File: config.mk
export PLATFORM = sky130hd
export DESIGN_NAME = srx_core
export DESIGN_NICKNAME = d
export VERILOG_FILES = /design/src/rtl/srx_pkg.sv /design/src/rtl/srx_sync.sv /design/src/rtl/srx_framer.sv /design/src/rtl/srx_fifo.sv /design/src/rtl/srx_status.sv /design/src/rtl/srx_core.sv
export SDC_FILE = /design/constraint.sdc
export NUM_CORES = 1
export LEC_CHECK = 0
export BUFFER_PORTS_ARGS = -buffer_cell sky130_fd_sc_hd__buf_2
export CORE_ASPECT_RATIO = 0.6
export CORE_MARGIN = 3
export CORE_UTILIZATION = 40
export CTS_CLUSTER_DIAMETER = 100
export CTS_CLUSTER_SIZE = 30
export DETAILED_ROUTE_END_ITERATION = 8
export PLACE_DENSITY_LB_ADDON = 0.12
export SLEW_MARGIN = 20
export SYNTH_ARGS = -nofsm -noshare
export SYNTH_HDL_FRONTEND = slang
export SYNTH_SLANG_ARGS = --single-unit
File: constraint.sdc
create_clock -name clk -period 4.4 [get_ports clk]
set_input_delay 0 -clock clk [delete_from_list [all_inputs] [get_ports clk]]
set_output_delay 0 -clock clk [all_outputs]
set_load 0.01 [all_outputs]
File: src/rtl/srx_pkg.sv
// Shared types for the serial receive path.
// Assumes characters are at most eight data bits wide.
package srx_pkg;
    localparam int DATA_W = 8;

    // Bit positions inside the status word
    localparam int ST_OVR = 3;
    localparam int ST_BRK = 2;
    localparam int ST_PAR = 1;
    localparam int ST_FRM = 0;

    typedef struct packed {
        logic brk;
        logic par;
        logic frm;
    } srx_err_t;

    typedef struct packed {
        srx_err_t              err;
        logic [DATA_W-1:0]     data;
    } srx_entry_t;

    typedef enum logic [2:0] {
        RX_IDLE,
        RX_START,
        RX_DATA,
        RX_PAR,
        RX_STOP,
        RX_DEFER,
        RX_WAITHI
    } srx_state_e;
endpackage

File: src/rtl/srx_sync.sv
// Two-or-more stage synchroniser for the serial input.
// Assumes STAGES >= 2; resets to the idle (high) line level.
module srx_sync #(
    parameter int STAGES = 2
) (
    input  logic clk,
    input  logic rst_n,
    input  logic din,
    output logic dout
);
    logic [STAGES-1:0] pipe_q;

    // Shift the asynchronous level through the flop chain
    always_ff @(posedge clk) begin
        if (!rst_n) pipe_q <= '1;
        else        pipe_q <= {pipe_q[STAGES-2:0], din};
    end

    assign dout = pipe_q[STAGES-1];
endmodule

File: src/rtl/srx_framer.sv
// Character assembler: start detection with glitch rejection, mid-bit
// sampling, parity and stop checks, and break detection.
// Assumes a synchronised line and configuration held stable during a frame.
module srx_framer
    import srx_pkg::*;
#(
    parameter int OVS = 16
) (
    input  logic       clk,
    input  logic       rst_n,
    input  logic       tick,
    input  logic       rx,
    input  logic [1:0] cfg_data_bits,
    input  logic       cfg_par_en,
    input  logic       cfg_even,
    input  logic       cfg_stick,
    input  logic       cfg_two_stop,
    output logic       push_vld,
    output srx_entry_t push_ent
);
    localparam int OCW      = $clog2(OVS);
    localparam int BIW      = $clog2(DATA_W);
    localparam int MAX_BITS = 1 + DATA_W + 1 + 2;
    localparam int LCW      = $clog2(OVS * MAX_BITS + 2);

    srx_state_e        state_q;
    logic [OCW-1:0]    os_q;
    logic [BIW-1:0]    bit_q;
    logic [DATA_W-1:0] sh_q;
    logic              pacc_q;
    logic              perr_q;
    logic              ferr_q;
    logic              stop2_q;
    logic              hi_q;
    logic [LCW-1:0]    low_q;

    logic [BIW-1:0]    last_bit;
    logic [LCW-1:0]    frame_ticks;
    logic              at_mid;
    logic              at_end;
    logic              exp_par;
    logic              fe_now;

    assign last_bit    = BIW'(int'(cfg_data_bits) + 4);
    assign frame_ticks = LCW'(OVS * (7 + int'(cfg_data_bits) + int'(cfg_par_en)
                                       + int'(cfg_two_stop)));
    assign at_mid      = (os_q == OCW'(OVS / 2 - 1));
    assign at_end      = (os_q == OCW'(OVS - 1));
    assign exp_par     = cfg_stick ? ~cfg_even : (cfg_even ? pacc_q : ~pacc_q);
    assign fe_now      = ferr_q | ~rx;

    // Count consecutive low ticks for break detection, saturating
    always_ff @(posedge clk) begin
        if (!rst_n) begin
            low_q <= '0;
        end else if (tick) begin
            if (rx)               low_q <= '0;
            else if (low_q != '1) low_q <= low_q + 1'b1;
        end
    end

    // Frame sequencing and single-cycle push of finished characters
    always_ff @(posedge clk) begin
        if (!rst_n) begin
            state_q  <= RX_IDLE;
            os_q     <= '0;
            bit_q    <= '0;
            sh_q     <= '0;
            pacc_q   <= 1'b0;
            perr_q   <= 1'b0;
            ferr_q   <= 1'b0;
            stop2_q  <= 1'b0;
            hi_q     <= 1'b0;
            push_vld <= 1'b0;
            push_ent <= '0;
        end else begin
            push_vld <= 1'b0;
            if (tick) begin
                if (rx && (state_q == RX_START || state_q == RX_DATA ||
                           state_q == RX_PAR   || state_q == RX_STOP))
                    hi_q <= 1'b1;
                unique case (state_q)
                    RX_IDLE: begin
                        if (!rx) begin
                            state_q <= RX_START;
                            os_q    <= '0;
                            bit_q   <= '0;
                            sh_q    <= '0;
                            pacc_q  <= 1'b0;
                            perr_q  <= 1'b0;
                            ferr_q  <= 1'b0;
                            stop2_q <= 1'b0;
                            hi_q    <= 1'b0;
                        end
                    end
                    RX_START: begin
                        if (at_mid) begin
                            os_q    <= '0;
                            state_q <= rx ? RX_IDLE : RX_DATA;
                        end else begin
                            os_q <= os_q + 1'b1;
                        end
                    end
                    RX_DATA: begin
                        if (at_end) begin
                            os_q        <= '0;
                            sh_q[bit_q] <= rx;
                            pacc_q      <= pacc_q ^ rx;
                            if (bit_q == last_bit)
                                state_q <= cfg_par_en ? RX_PAR : RX_STOP;
                            else
                                bit_q <= bit_q + 1'b1;
                        end else begin
                            os_q <= os_q + 1'b1;
                        end
                    end
                    RX_PAR: begin
                        if (at_end) begin
                            os_q    <= '0;
                            perr_q  <= (rx != exp_par);
                            state_q <= RX_STOP;
                        end else begin
                            os_q <= os_q + 1'b1;
                        end
                    end
                    RX_STOP: begin
                        if (at_end) begin
                            os_q <= '0;
                            if (cfg_two_stop && !stop2_q) begin
                                stop2_q <= 1'b1;
                                ferr_q  <= fe_now;
                            end else if (fe_now && !(hi_q | rx)) begin
                                ferr_q  <= 1'b1;
                                state_q <= RX_DEFER;
                            end else begin
                                push_vld     <= 1'b1;
                                push_ent     <= '{err: '{brk: 1'b0, par: perr_q, frm: fe_now},
                                                  data: sh_q};
                                state_q      <= RX_IDLE;
                            end
                        end else begin
                            os_q <= os_q + 1'b1;
                        end
                    end
                    RX_DEFER: begin
                        if (rx) begin
                            push_vld <= 1'b1;
                            push_ent <= '{err: '{brk: 1'b0, par: perr_q, frm: 1'b1},
                                          data: sh_q};
                            state_q  <= RX_IDLE;
                        end else if (low_q >= frame_ticks) begin
                            push_vld <= 1'b1;
                            push_ent <= '{err: '{brk: 1'b1, par: 1'b0, frm: 1'b0},
                                          data: '0};
                            state_q  <= RX_WAITHI;
                        end
                    end
                    RX_WAITHI: begin
                        if (rx) state_q <= RX_IDLE;
                    end
                    default: state_q <= RX_IDLE;
                endcase
            end
        end
    end
endmodule

File: src/rtl/srx_fifo.sv
// Receive queue with a registered read port.
// Assumes a write while full is refused and reported on drop.
module srx_fifo
    import srx_pkg::*;
#(
    parameter int DEPTH = 16
) (
    input  logic       clk,
    input  logic       rst_n,
    input  logic       wr_en,
    input  srx_entry_t wr_ent,
    input  logic       rd_en,
    output srx_entry_t rd_ent,
    output srx_entry_t head_ent,
    output logic       empty,
    output logic       full,
    output logic       drop
);
    localparam int AW = (DEPTH > 1) ? $clog2(DEPTH) : 1;
    localparam int CW = $clog2(DEPTH + 1);

    srx_entry_t     mem_q [DEPTH];
    logic [AW-1:0]  wptr_q;
    logic [AW-1:0]  rptr_q;
    logic [CW-1:0]  cnt_q;
    logic           wr_ok;
    logic           rd_ok;

    assign empty    = (cnt_q == '0);
    assign full     = (cnt_q == CW'(DEPTH));
    assign wr_ok    = wr_en && !full;
    assign rd_ok    = rd_en && !empty;
    assign drop     = wr_en && full;
    assign head_ent = mem_q[rptr_q];

    // Store accepted entries
    always_ff @(posedge clk) begin
        if (wr_ok) mem_q[wptr_q] <= wr_ent;
    end

    // Pointer, occupancy and read register upkeep
    always_ff @(posedge clk) begin
        if (!rst_n) begin
            wptr_q <= '0;
            rptr_q <= '0;
            cnt_q  <= '0;
            rd_ent <= '0;
        end else begin
            if (wr_ok)
                wptr_q <= (wptr_q == AW'(DEPTH - 1)) ? '0 : wptr_q + 1'b1;
            if (rd_ok) begin
                rptr_q <= (rptr_q == AW'(DEPTH - 1)) ? '0 : rptr_q + 1'b1;
                rd_ent <= mem_q[rptr_q];
            end
            cnt_q <= cnt_q + CW'(wr_ok) - CW'(rd_ok);
        end
    end
endmodule

File: src/rtl/srx_status.sv
// Sticky four-bit status word.
// Assumes head_err belongs to the entry being popped in the same cycle.
module srx_status
    import srx_pkg::*;
(
    input  logic       clk,
    input  logic       rst_n,
    input  logic       clr,
    input  logic       pop_ok,
    input  srx_err_t   head_err,
    input  logic       drop,
    output logic [3:0] stat
);
    logic [3:0] nxt;

    // Clear first, then fold in this cycle's events
    always_comb begin
        nxt = stat;
        if (clr) nxt = '0;
        if (pop_ok) begin
            nxt[ST_OVR]        = 1'b0;
            nxt[ST_BRK:ST_FRM] = nxt[ST_BRK:ST_FRM] | head_err;
        end
        if (drop) nxt[ST_OVR] = 1'b1;
    end

    // Hold the status word
    always_ff @(posedge clk) begin
        if (!rst_n) stat <= '0;
        else        stat <= nxt;
    end
endmodule

File: src/rtl/srx_core.sv
// Top of the serial receive path: synchroniser, character assembler,
// receive queue and status word. Assumes baud_tick pulses at OVS times
// the bit rate and that the configuration changes only while idle.
module srx_core
    import srx_pkg::*;
#(
    parameter int OVS      = 16,
    parameter int DEPTH    = 16,
    parameter int SYNC_STG = 2
) (
    input  logic              clk,
    input  logic              rst_n,
    input  logic              rx_line,
    input  logic              baud_tick,
    input  logic [1:0]        cfg_data_bits,
    input  logic              cfg_par_en,
    input  logic              cfg_even,
    input  logic              cfg_stick,
    input  logic              cfg_two_stop,
    input  logic              pop,
    input  logic              stat_clr,
    output logic [DATA_W-1:0] rd_data,
    output logic [2:0]        rd_err,
    output logic              fifo_empty,
    output logic              fifo_full,
    output logic [3:0]        rx_status
);
    logic       rx_s;
    logic       push_vld;
    srx_entry_t push_ent;
    srx_entry_t rd_ent;
    srx_entry_t head_ent;
    logic       drop;

    srx_sync #(.STAGES(SYNC_STG)) u_sync (
        .clk  (clk),
        .rst_n(rst_n),
        .din  (rx_line),
        .dout (rx_s)
    );

    srx_framer #(.OVS(OVS)) u_framer (
        .clk          (clk),
        .rst_n        (rst_n),
        .tick         (baud_tick),
        .rx           (rx_s),
        .cfg_data_bits(cfg_data_bits),
        .cfg_par_en   (cfg_par_en),
        .cfg_even     (cfg_even),
        .cfg_stick    (cfg_stick),
        .cfg_two_stop (cfg_two_stop),
        .push_vld     (push_vld),
        .push_ent     (push_ent)
    );

    srx_fifo #(.DEPTH(DEPTH)) u_fifo (
        .clk     (clk),
        .rst_n   (rst_n),
        .wr_en   (push_vld),
        .wr_ent  (push_ent),
        .rd_en   (pop),
        .rd_ent  (rd_ent),
        .head_ent(head_ent),
        .empty   (fifo_empty),
        .full    (fifo_full),
        .drop    (drop)
    );

    srx_status u_status (
        .clk     (clk),
        .rst_n   (rst_n),
        .clr     (stat_clr),
        .pop_ok  (pop && !fifo_empty),
        .head_err(head_ent.err),
        .drop    (drop),
        .stat    (rx_status)
    );

    assign rd_data = rd_ent.data;
    assign rd_err  = rd_ent.err;
endmodule

==> results of run 1 <==
-- cell families (layout without fill, tap and decap cells) --
logic type / after synthesis / after routing
simple gates: 193 / 193
mux: 72 / 72
buf+inv: 58 / 101
compound gates: 102 / 102
xor+xnor: 15 / 15
flops: 253 / 253
fa+ha+maj: 24 / 24
-- flip-flops by register name (all words and copies together), names as in the netlist, named ones only --
register,cells
u_fifo.mem_q,176
u_framer.push_ent,11
u_fifo.rptr_q,4
u_framer.bit_q,3
u_framer.stop2_q,1
u_status.stat,4
u_framer.sh_q,8
u_framer.pacc_q,1
u_framer.perr_q,1
u_framer.push_vld,1
u_fifo.wptr_q,4
u_fifo.rd_ent,11
u_framer.hi_q,1
u_sync.pipe_q,2
u_fifo.cnt_q,5
u_framer.ferr_q,1
u_framer.os_q,4
u_framer.low_q,8
u_framer.state_q,3
-- what timing repair did --
action | 4_1_cts | 5_1_grt
setup buffers | 0 | 0
hold buffers | 8 | 0
endpoints found under the hold margin | 10 | 0
-- where the power goes --
| part | switching [µW] | internal (µW) | leakage (µW) |
|---|---|---|---|
| clock network | 727 | 567 | 0.000177 |
| logic | 366 | 347 | 0.00140 |
| registers | 121 | 2600 | 0.00252 |
| total | 1210 | 3510 | 0.00409 |
-- worst min-delay path by stage --
stage,startpoint,depth (start not counted),end
floorplan,rx_line,1,u_sync.pipe_q[0]$_SDFF_PN1_
global placement,rx_line,2,u_sync.pipe_q[0]$_SDFF_PN1_
detailed placement,rx_line,2,u_sync.pipe_q[0]$_SDFF_PN1_
CTS,baud_tick,4,u_framer.state_q[0]$_SDFFE_PN0P_
global route,baud_tick,4,u_framer.state_q[0]$_SDFFE_PN0P_
finish,baud_tick,4,u_framer.low_q[1]$_SDFFE_PN0P_
-- per-layer routing --
layer  part of all wire  GRT usage  up-vias
met3              0.054    0.02879       21
met5                  0          0        -
met1               0.54     0.2797     3088
met4              0.013    0.02604        0
met2               0.39     0.2206      141
li1                   -          -     2802
-- worst reg2reg max path, stage by stage, from the launching register on --
cell and delay [ns]:
dfxtp_1 0.34, inv_1 0.08, ha_1 0.16, or4b_1 0.50
nand2_2 0.31, inv_1 0.17, ha_1 0.31, inv_1 0.04
ha_1 0.22, fa_1 0.44, a21oi_1 0.16, nor2_1 0.06
or3_1 0.34, a21oi_1 0.15
-- per-stage QoR --
stage                     utilization  total power, µW  hold WS [ns]
final                          0.4522             4722       0.05724
after global placement         0.4346             3469        0.1992
after detailed placement       0.4346             3483        0.2048
after CTS                      0.4521             4780       0.02244
after global routing           0.4522             4952       0.04622
after floorplan                     -             3277        0.1015
-- area by class of cell --
class                           count  share of cell area
Clock inverter                      1            0.001728
Multi-Input combinational cell    406              0.3003
Tap cell                          352             0.03802
Sequential cell                   253              0.5895
Inverter                           24            0.007777
Timing Repair Buffer               57             0.03262
Clock buffer                       19             0.03003
-- cells in the mapped netlist (6+ instances only) --
cell type | n | area, µm²
ha_1 | 22 | 275.3
dfxtp_1 | 77 | 1541
buf_1 | 7 | 26.28
a21oi_1 | 21 | 105.1
mux4_2 | 44 | 991.0
a22o_1 | 9 | 78.83
buf_2 | 8 | 40.04
a21o_1 | 6 | 45.04
nor3_1 | 12 | 60.06
edfxtp_1 | 176 | 5285
nand2b_1 | 9 | 56.30
inv_1 | 22 | 82.58
nand2_1 | 33 | 123.9
xor2_1 | 6 | 52.55
nor2_1 | 60 | 225.2
a221oi_1 | 6 | 52.55
nor2b_1 | 14 | 87.58
xnor2_1 | 9 | 78.83
mux2i_1 | 28 | 280.3
clkbuf_1 | 13 | 48.80
nand3_1 | 23 | 115.1
o21ai_0 | 23 | 115.1
-- placed cells by master (no fill, tap or decap), types with 4 or more instances in the layout --
| master | instances |
|---|---|
| clkbuf_16 | 13 |
| buf_2 | 28 |
| mux2i_1 | 28 |
| and2_1 | 5 |
| ha_1 | 22 |
| a21o_1 | 6 |
| and3_1 | 4 |
| nand2_1 | 33 |
| xnor2_1 | 9 |
| mux4_2 | 44 |
| inv_1 | 22 |
| a22o_1 | 9 |
| a21oi_1 | 21 |
| nand4_1 | 4 |
| xor2_1 | 6 |
| o21ai_0 | 23 |
| dlygate4sd3_1 | 8 |
| dfxtp_1 | 75 |
| nor2_1 | 59 |
| nor3_1 | 12 |
| buf_4 | 21 |
| nand3_1 | 23 |
| or3_1 | 5 |
| nand2b_1 | 9 |
| clkbuf_1 | 6 |
| nor2b_1 | 14 |
| a221oi_1 | 6 |
| edfxtp_1 | 176 |
==> summary.txt, run 1 <==
RSZ-0062 raised after global routing: no
Clock latency on the worst-skew pair: 0.49 ns
Number of fillers in the final layout: 2225
Placed cell area: 0.01113 mm²
WL per Instance: 21.22 µm
Starting Density: 0.4124
Global-route wire length before repair: 36.16 mm
Adder-Cell Fraction of Synth Area: 0.02985
Post-synthesis instance total: 717
Post-DP HPWL: 16.04 mm
Worst Path Required: 4.82 ns
Largest net degree at the start of global routing: 38
CTS Buffer Depth: 3
Power per cell area: 407.7 mW/mm²
Largest family of logic cells by synthesized area: multiplexers
Post-CTS Resized: 0
Post-synth ARST share: 0
Iter 0 DRT Violations: 496
Crit path launch: u_fifo.cnt_q[2]$_SDFF_PN0_
Fin. max-slew vios: 0
Routed vias/inst: 5.442
CP max stage cell: or4b_1
Max capacitance violation total: 0
Final setup TNS: 0 ns
Reg2reg start: u_fifo.cnt_q[2]$_SDFF_PN0_
Reg-to-reg endpoint: u_fifo.cnt_q[4]$_SDFF_PN0_
Max FO, Critical Path: 16
Non-Filler Instances: 1112
Flop2flop setup slack: 1.06 ns
Vias: 6052
Status: complete, no violations
Root Driver: clkbuf_16
Syn. warnings: 0
Worst Path Arrival: 3.75 ns
Synth Area in Simple Gates: 0.09357
Syn Std Cell Area: 0.01056 mm²
DRC errors left: 0
Compound-Gate Fraction of Synth Area: 0.07284
Core box area: 0.02562 mm²
CP Class: flip-flop to flip-flop
Stages on the worst setup path: 13
Vias in the first global route: 5752
Tightest Pin Transition: 1.028 ns
Grt ovf: 0
Die Y-Extent: 131.9 µm
Critical Path Sink Type: flip-flop
Critical path buffers and inverters: 3
Hold WC Path Type: primary input to flip-flop
Fin crit share: 0.7581
I/O pin count: 29
Post-synthesis mux area share: 0.1203
Final worst slack: 1.064 ns
GP Congestion: 0.8118
Worst Setup EP: u_fifo.cnt_q[4]$_SDFF_PN0_
Fin crit period: 3.336 ns
H-tree levels: 1
Sequential area share after synthesis: 0.6462
FMAX: 299.8 MHz
Pre-CTS WS: 1.087 ns
Num rows: 45
Final ANT Viol Nets: 0
Multi-input combinational cell area: 0.003478 mm²
Leakage power: 0.004095 µW
Reg area: 0.006829 mm²
Syn avg cell area: 14.73 µm²
Count of final setup violators: 0
Pre-antenna DRT Iters: 4
TritonCTS clock tree: yes
Die Area: 0.02846 mm²
Gr usage total: 0.1651
Synth Area in XOR/XNOR: 0.01244
Area Growth Syn to Fin: 9.653%
Reg clk slew, reported paths: 0.12 ns
Final hold violation count: 0
Final instance area: 0.01158 mm²
Horiz. Die Dim: 215.8 µm
Final setup skew: 0.03328 ns
CP peak stage delay: 0.50 ns
Syn Nets: 753
Cell Count Post-Placement: 1084
Number of synthesized flops with an enable pin: 176
Top delay family on crit path: simple AND/OR/NAND/NOR gates
Yosys cell types: 68
Ys flop type: edfxtp_1
Synthesis-stage register bit count: 253
Slew headroom: 0.3121
Worst vdd ir: 0.2000 mV
Crit-path cells: inv_1 > ha_1 > or4b_1 > nand2_2 > inv_1 > ha_1 > inv_1 > ha_1 > fa_1 > a21oi_1 > nor2_1 > or3_1 > a21oi_1
Num CTS Buffers: 12
Port Buffers: 28
Clk sinks: 253
Diode count: 0
Share of layout cells above drive strength 1: 0.1750
Final net count: 790
Initial antenna violation count: 0
Final wirelength: 23.60 mm
FF-to-FF path depth: 13
CP startpoint kind: flip-flop
No activity file was read; power rests on OpenSTA's default activity.
==> run 2, diff against run 1 <==
Clock period 4.4 ns to 3.1 ns, I/O delays scaled along.
==> run 2 against run 1 <==
Net effect:
- combinational power grew 50%
- sequential power grew 41%
- die area is the same
- count of clock-buffer cells in the layout unchanged
- worst hold slack got worse by 0.014 ns
- clock power up 43%
- cell count grew 0.90%
- global-route usage about the same
- register-to-register slack got worse by 0.87 ns
- critical path type unchanged
- largest cell class unchanged
- highest routed layer unchanged
==> summary.txt, run 2 (synthesis results as in run 1) <==
Status: complete, no violations
Fin crit period: 2.908 ns (-0.4281 ns)
Diode count: 0 (unchanged)
Vias: 6076 (+0.40%)
Num rows: 45 (unchanged)
Final instance area: 0.01167 mm² (+0.71%)
Max reg flops: 176 (unchanged)
Crit path launch: u_fifo.cnt_q[2]$_SDFF_PN0_
Grt ovf: 0 (unchanged)
Worst Path Arrival: 3.34 ns (-0.41 ns)
Count of final setup violators: 0 (unchanged)
Tightest Pin Transition: 0.7815 ns (-0.2467 ns)
CP peak stage delay: 0.48 ns (-0.02 ns)
Final net count: 800 (+1.3%)
Iter 0 DRT Violations: 524 (+5.6%)
FF-to-FF path depth: 13 (unchanged)
Post-DP HPWL: 15.82 mm (-1.3%)
Routed vias/inst: 5.415 (-0.50%)
Worst Hold Launch: cfg_even
Reg2reg start: u_fifo.cnt_q[2]$_SDFF_PN0_
Final hold violation count: 0 (unchanged)
Most flops, register: u_fifo.mem_q
Max capacitance violation total: 0 (unchanged)
Worst vdd ir: 0.3799 mV (+90%)
Cell Count Post-Placement: 1094 (+0.92%)
Critical Path Sink Type: flip-flop
Final worst slack: 0.1925 ns (-0.8719 ns)
TritonCTS clock tree: yes
Vias in the first global route: 6030 (+4.8%)
Final ANT Viol Nets: 0 (unchanged)
Area Growth Syn to Fin: 10.43%
Die Area: 0.02846 mm² (unchanged)
GR Layer Usage met2: 0.2387 (+0.01807)
CP Class: flip-flop to flip-flop
Gr usage total: 0.1652 (about the same)
Largest net degree at the start of global routing: 37 (-2.6%)
Port Buffers: 28 (unchanged)
FMAX: 343.9 MHz (+15%)
Flop2flop setup slack: 0.19 ns (-0.87 ns)
Fin crit share: 0.9379 (+0.1798)
Top Registers: u_fifo.mem_q: 176 flops, u_fifo.rd_ent: 11 flops, u_framer.push_ent: 11 flops
WL per Instance: 20.69 µm (-2.5%)
Crit-path cells: inv_1 > ha_1 > or4b_4 > nand2_2 > inv_1 > ha_1 > inv_1 > ha_1 > fa_2 > a21oi_1 > nor2_1 > or3_1 > a21oi_2
Slew headroom: 0.4771 (+0.1651)
Die Y-Extent: 131.9 µm (unchanged)
Initial antenna violation count: 0 (unchanged)
Non-Filler Instances: 1122 (+0.90%)
Power per cell area: 578.0 mW/mm² (+42%)
Worst Path Required: 3.54 ns (-1.28 ns)
Final wirelength: 23.22 mm (-1.6%)
Max FO, Critical Path: 5 (-11)
GR Util met3: 0.03247 (+0.003685)
GRT Max-Usage Layer: met1
DRC errors left: 0 (unchanged)
CP startpoint kind: flip-flop
Total power: 6743 µW (+43%)
Pre-antenna DRT Iters: 5 (+1)
GP Congestion: 0.7696 (-5.2%)
CTS Buffer Depth: 3 (unchanged)
Root Driver: clkbuf_16
Starting Density: 0.4124 (unchanged)
M1 GR Usage: 0.2637 (-0.01609)
Most frequent cells in the layout: edfxtp_1, dfxtp_1, nor2_1
CP max stage cell: or4b_4
Clk sinks: 253 (unchanged)
Most common cell after layout, fill and taps aside: edfxtp_1
Leakage power: 0.004147 µW (+1.3%)
Final setup skew: 0.02413 ns (-0.009151 ns)
Reg-to-reg endpoint: u_fifo.cnt_q[4]$_SDFF_PN0_
Hold WC Path Type: primary input to flip-flop
Global-route wire length before repair: 36.56 mm (+1.1%)
Share of layout cells above drive strength 1: 0.1883 (+0.01331)
RSZ-0062 raised after global routing: no
Core box area: 0.02562 mm² (unchanged)
I/O pin count: 29 (unchanged)
Final setup TNS: 0 ns (unchanged)
Num CTS Buffers: 12 (unchanged)
Post-CTS setup buffers: 0 (unchanged)
Pre-CTS WS: 0.1113 ns (-0.9757 ns)
Reg clk slew, reported paths: 0.12 ns (about the same)
Horiz. Die Dim: 215.8 µm (unchanged)
H-tree levels: 1 (unchanged)
Fin. max-slew vios: 0 (unchanged)
Placed cell area: 0.01121 mm² (+0.67%)
Clock latency on the worst-skew pair: 0.49 ns (about the same)
Worst Setup EP: u_fifo.cnt_q[4]$_SDFF_PN0_
run 2: report_power, final:
group	total, µW	internal (µW)	switching [µW]
combinational	1070	532	539
clock	1840	805	1030
sequential	3830	3680	150
total	6740	5020	1720
run 2: final cells by class:
| type | count | area, µm² |
|---|---|---|
| inverter | 24 | 90.09 |
| fill | 2255 | 13950 |
| tap | 352 | 440.4 |
| clock inverter | 1 | 20.02 |
| timing repair buffer | 67 | 452.9 |
| sequential | 253 | 6829 |
| multi-input combinational | 406 | 3486 |
| clock buffer | 19 | 347.8 |
run 2: worst min path at each step:
stage | slack [ns] | endpoint | depth (start not counted)
finish | 0.04 | u_framer.perr_q$_SDFFE_PN0P_ | 5
global route | 0.06 | u_framer.low_q[3]$_SDFFE_PN0P_ | 4
CTS | 0.02 | u_framer.low_q[1]$_SDFFE_PN0P_ | 4
detailed placement | 0.19 | u_sync.pipe_q[0]$_SDFF_PN1_ | 2
global placement | 0.19 | u_sync.pipe_q[0]$_SDFF_PN1_ | 2
floorplan | 0.10 | u_sync.pipe_q[0]$_SDFF_PN1_ | 1
run 2: per-stage QoR:
stage	hold WS [ns]	util
detailed placement	0.1925	0.4375
finish	0.04332	0.4554
floorplan	0.1015	-
global route	0.06242	0.4554
global placement	0.1907	0.4375
CTS	0.01786	0.4550
run 2: metal layers:
metal / wire length [µm] / part of all wire
met3: 1302 / 0.056
met2: 9751 / 0.42
met5: 0 / 0
met1: 11900 / 0.51
met4: 263 / 0.011
run 2: repair_timing:
item,in CTS,in global routing
gates resized for setup,0,3
hold buffers,8,0
setup endpoints to repair,0,1
endpoints found under the hold margin,12,0
run 2: worst max-delay path, delay by kind of cell, from the launching register on:
family / cells / cell delay (ns)
AO/OA/AOI/OAI: 2 / 0.27
AND/OR/NAND/NOR: 4 / 1.00
buffers and inverters: 3 / 0.20
adder cells (fa/ha/maj): 4 / 1.02
flip-flops: 1 / 0.34
==> run 3, diff against run 2 <==
Settings changed: CELL_PAD_IN_SITES_DETAIL_PLACEMENT from default to 0, CELL_PAD_IN_SITES_GLOBAL_PLACEMENT from default to 1.
==> run 3 against run 2 <==
Net effect:
- non-clock buffer count shrank 1
- clock power is essentially flat
- worst setup slack gained 0.0031 ns
- count of clock-buffer cells in the layout shrank 1
- register-to-register slack is essentially flat
- worst hold slack lost 0.024 ns
- via count grew 0.25%
- critical path depth is the same
- wire length grew 1.3%
- cell count is the same
- sequential power shrank 1%
- flip-flop and latch count is the same
- largest power group unchanged
==> summary.txt, run 3 (synthesis results as in run 1) <==
Slew headroom: 0.4474 (-0.02972)
Critical Path Sink Type: flip-flop
Vias: 6091 (+0.25%)
Die Area: 0.02846 mm² (unchanged)
Fin crit share: 0.9369 (-0.0009948)
Count of final setup violators: 0 (unchanged)
Leakage power: 0.004146 µW (about the same)
Most flops, register: u_fifo.mem_q
Max reg flops: 176 (unchanged)
Fin crit period: 2.904 ns (-0.003084 ns)
Gr usage total: 0.1662 (+0.001029)
Num rows: 45 (unchanged)
Port Buffers: 28 (unchanged)
Worst Path Arrival: 3.33 ns (about the same)
Core box area: 0.02562 mm² (unchanged)
I/O pin count: 29 (unchanged)
Final instance area: 0.01167 mm² (about the same)
Area Growth Syn to Fin: 10.47% (about the same)
Max FO, Critical Path: 5 (unchanged)
Worst Path Required: 3.53 ns (about the same)
Num CTS Buffers: 12 (unchanged)
Grt ovf: 0 (unchanged)
Top delay family on crit path: adder cells
Reg clk slew, reported paths: 0.12 ns (about the same)
H-tree levels: 1 (unchanged)
Share of layout cells above drive strength 1: 0.1886 (+0.0002449)
Initial antenna violation count: 0 (unchanged)
Clock latency on the worst-skew pair: 0.49 ns (about the same)
Final wirelength: 23.53 mm (+1.3%)
CP startpoint kind: flip-flop
Most frequent cells in the layout: edfxtp_1, dfxtp_1, nor2_1
CP max stage cell: or4b_4
CP peak stage delay: 0.48 ns (about the same)
Reg-to-reg endpoint: u_fifo.cnt_q[4]$_SDFF_PN0_
DRC errors left: 0 (unchanged)
Worst Hold Launch: cfg_even
Flop2flop setup slack: 0.20 ns (about the same)
Switching portion of total power: 0.2584 (+0.002917)
RSZ-0062 raised after global routing: no
Final net count: 799 (-0.13%)
Vias in the first global route: 5947 (-1.4%)
Largest net degree at the start of global routing: 45 (+22%)
Die Y-Extent: 131.9 µm (unchanged)
Hold EP: u_framer.perr_q$_SDFFE_PN0P_
Starting Density: 0.4124 (unchanged)
TritonCTS clock tree: yes
GP Congestion: 0.7761 (+0.84%)
FMAX: 344.3 MHz (+0.11%)
Clk sinks: 253 (unchanged)
CTS Buffer Depth: 3 (unchanged)
Critical path buffers and inverters: 3 (unchanged)
Global-route wire length before repair: 36.63 mm (+0.19%)
Hold path cells: 5 (unchanged)
Fin. max-slew vios: 0 (unchanged)
Final setup skew: 0.01854 ns (-0.005593 ns)
Power per cell area: 579.5 mW/mm² (+0.27%)
Clock power share: 0.274 (about the same)
Final hold violation count: 0 (unchanged)
Top Registers: u_fifo.mem_q: 176 flops, u_fifo.rd_ent: 11 flops, u_framer.push_ent: 11 flops
Final setup TNS: 0 ns (unchanged)
Comb pwr share: 0.166 (+0.007)
Crit-path cells: inv_1 > ha_1 > or4b_4 > nand2_2 > inv_1 > ha_1 > inv_1 > ha_1 > fa_2 > a21oi_2 > nor2_1 > or3_1 > a21oi_1
Tightest Pin Transition: 0.8259 ns (+0.04442 ns)
Switching power: 1748 µW (+1.4%)
Post-DP HPWL: 15.71 mm (-0.69%)
Flop pwr share: 0.560 (-0.008)
CP Class: flip-flop to flip-flop
Worst vdd ir: 0.3855 mV (+1.5%)
Iter 0 DRT Violations: 560 (+6.9%)
Max capacitance violation total: 0 (unchanged)
Final ANT Viol Nets: 0 (unchanged)
Routed vias/inst: 5.429 (+0.25%)
WL per Instance: 20.97 µm (+1.3%)
Horiz. Die Dim: 215.8 µm (unchanged)
Int Power: 5015 µW (about the same)
Status: complete, no violations
FF-to-FF path depth: 13 (unchanged)
Root Driver: clkbuf_16
Placed cell area: 0.01121 mm² (about the same)
Pre-antenna DRT Iters: 5 (unchanged)
Most common cell after layout, fill and taps aside: edfxtp_1
Hold WC Path Type: primary input to flip-flop
Reg2reg start: u_fifo.cnt_q[3]$_SDFF_PN0_
[run 3: metrics by stage]
stage / hold WS [ns] / utilization / cells / power, µW / setup slack, ns
after floorplan: 0.1015 / - / 717 / 4651 / 0.2537
after global placement: 0.1903 / 0.4377 / 1093 / 4953 / 0.1589
after detailed placement: 0.1919 / 0.4377 / 1093 / 4973 / 0.1354
after CTS: 0.01126 / 0.4550 / 1121 / 6819 / 0.09687
after global routing: 0.05557 / 0.4554 / 1121 / 7087 / 0.008959
final: 0.01890 / 0.4555 / 1122 / 6763 / 0.1955
[run 3: power by group through the flow]
stage | combinational, µW | clock, µW | sequential, µW
floorplan | 800 | 0 | 3850
detailed placement | 1110 | 0 | 3870
global route | 1260 | 2020 | 3810
global placement | 1100 | 0 | 3850
CTS | 1120 | 1910 | 3790
finish | 1120 | 1850 | 3790
[run 3: per-layer routing]
| layer | wire, µm | vias up | track usage |
|---|---|---|---|
| li1 | - | 2830 | - |
| met1 | 12350 | 3114 | 0.2751 |
| met2 | 9718 | 126 | 0.2353 |
| met3 | 1195 | 21 | 0.02326 |
| met4 | 267 | 0 | 0.02347 |
| met5 | 0 | - | 0 |
[run 3: worst max path at each step]
stage / to / cells past startpoint / startpoint / slack [ns]
2_1_floorplan: u_fifo.cnt_q[4]$_SDFF_PN0_ / 13 / u_fifo.cnt_q[3]$_SDFF_PN0_ / 0.25
3_3_place_gp: u_fifo.cnt_q[4]$_SDFF_PN0_ / 13 / u_fifo.cnt_q[3]$_SDFF_PN0_ / 0.16
3_5_place_dp: u_fifo.cnt_q[4]$_SDFF_PN0_ / 13 / u_fifo.cnt_q[3]$_SDFF_PN0_ / 0.14
4_1_cts: u_fifo.cnt_q[4]$_SDFF_PN0_ / 13 / u_fifo.cnt_q[3]$_SDFF_PN0_ / 0.1
5_1_grt: u_fifo.cnt_q[4]$_SDFF_PN0_ / 13 / u_fifo.cnt_q[3]$_SDFF_PN0_ / 0.009
6_report: u_fifo.cnt_q[4]$_SDFF_PN0_ / 13 / u_fifo.cnt_q[3]$_SDFF_PN0_ / 0.20
[run 3: timing repair]
action | CTS | global route
resized for setup | 0 | 3
setup buffers | 0 | 0
hold buffers | 8 | 0
endpoints found under the hold margin | 12 | 0
setup endpoints to repair | 0 | 1
[run 3: tightest hold or removal path, cell delays in order]
cell     delay [ns]
buf_2          0.09
xor2_1         0.07
xnor2_1        0.16
a32oi_1        0.09
nor2_1         0.07
[run 3: final cells by class]
| class | count | area, µm² |
|---|---|---|
| Clock inverter | 2 | 20.02 |
| Sequential cell | 253 | 6829 |
| Fill cell | 2264 | 13950 |
| Clock buffer | 18 | 344.1 |
| Tap cell | 352 | 440.4 |
| Multi-Input combinational cell | 406 | 3486 |
| Antenna cell | 1 | 2.502 |
| Timing Repair Buffer | 66 | 457.9 |
| Inverter | 24 | 90.09 |
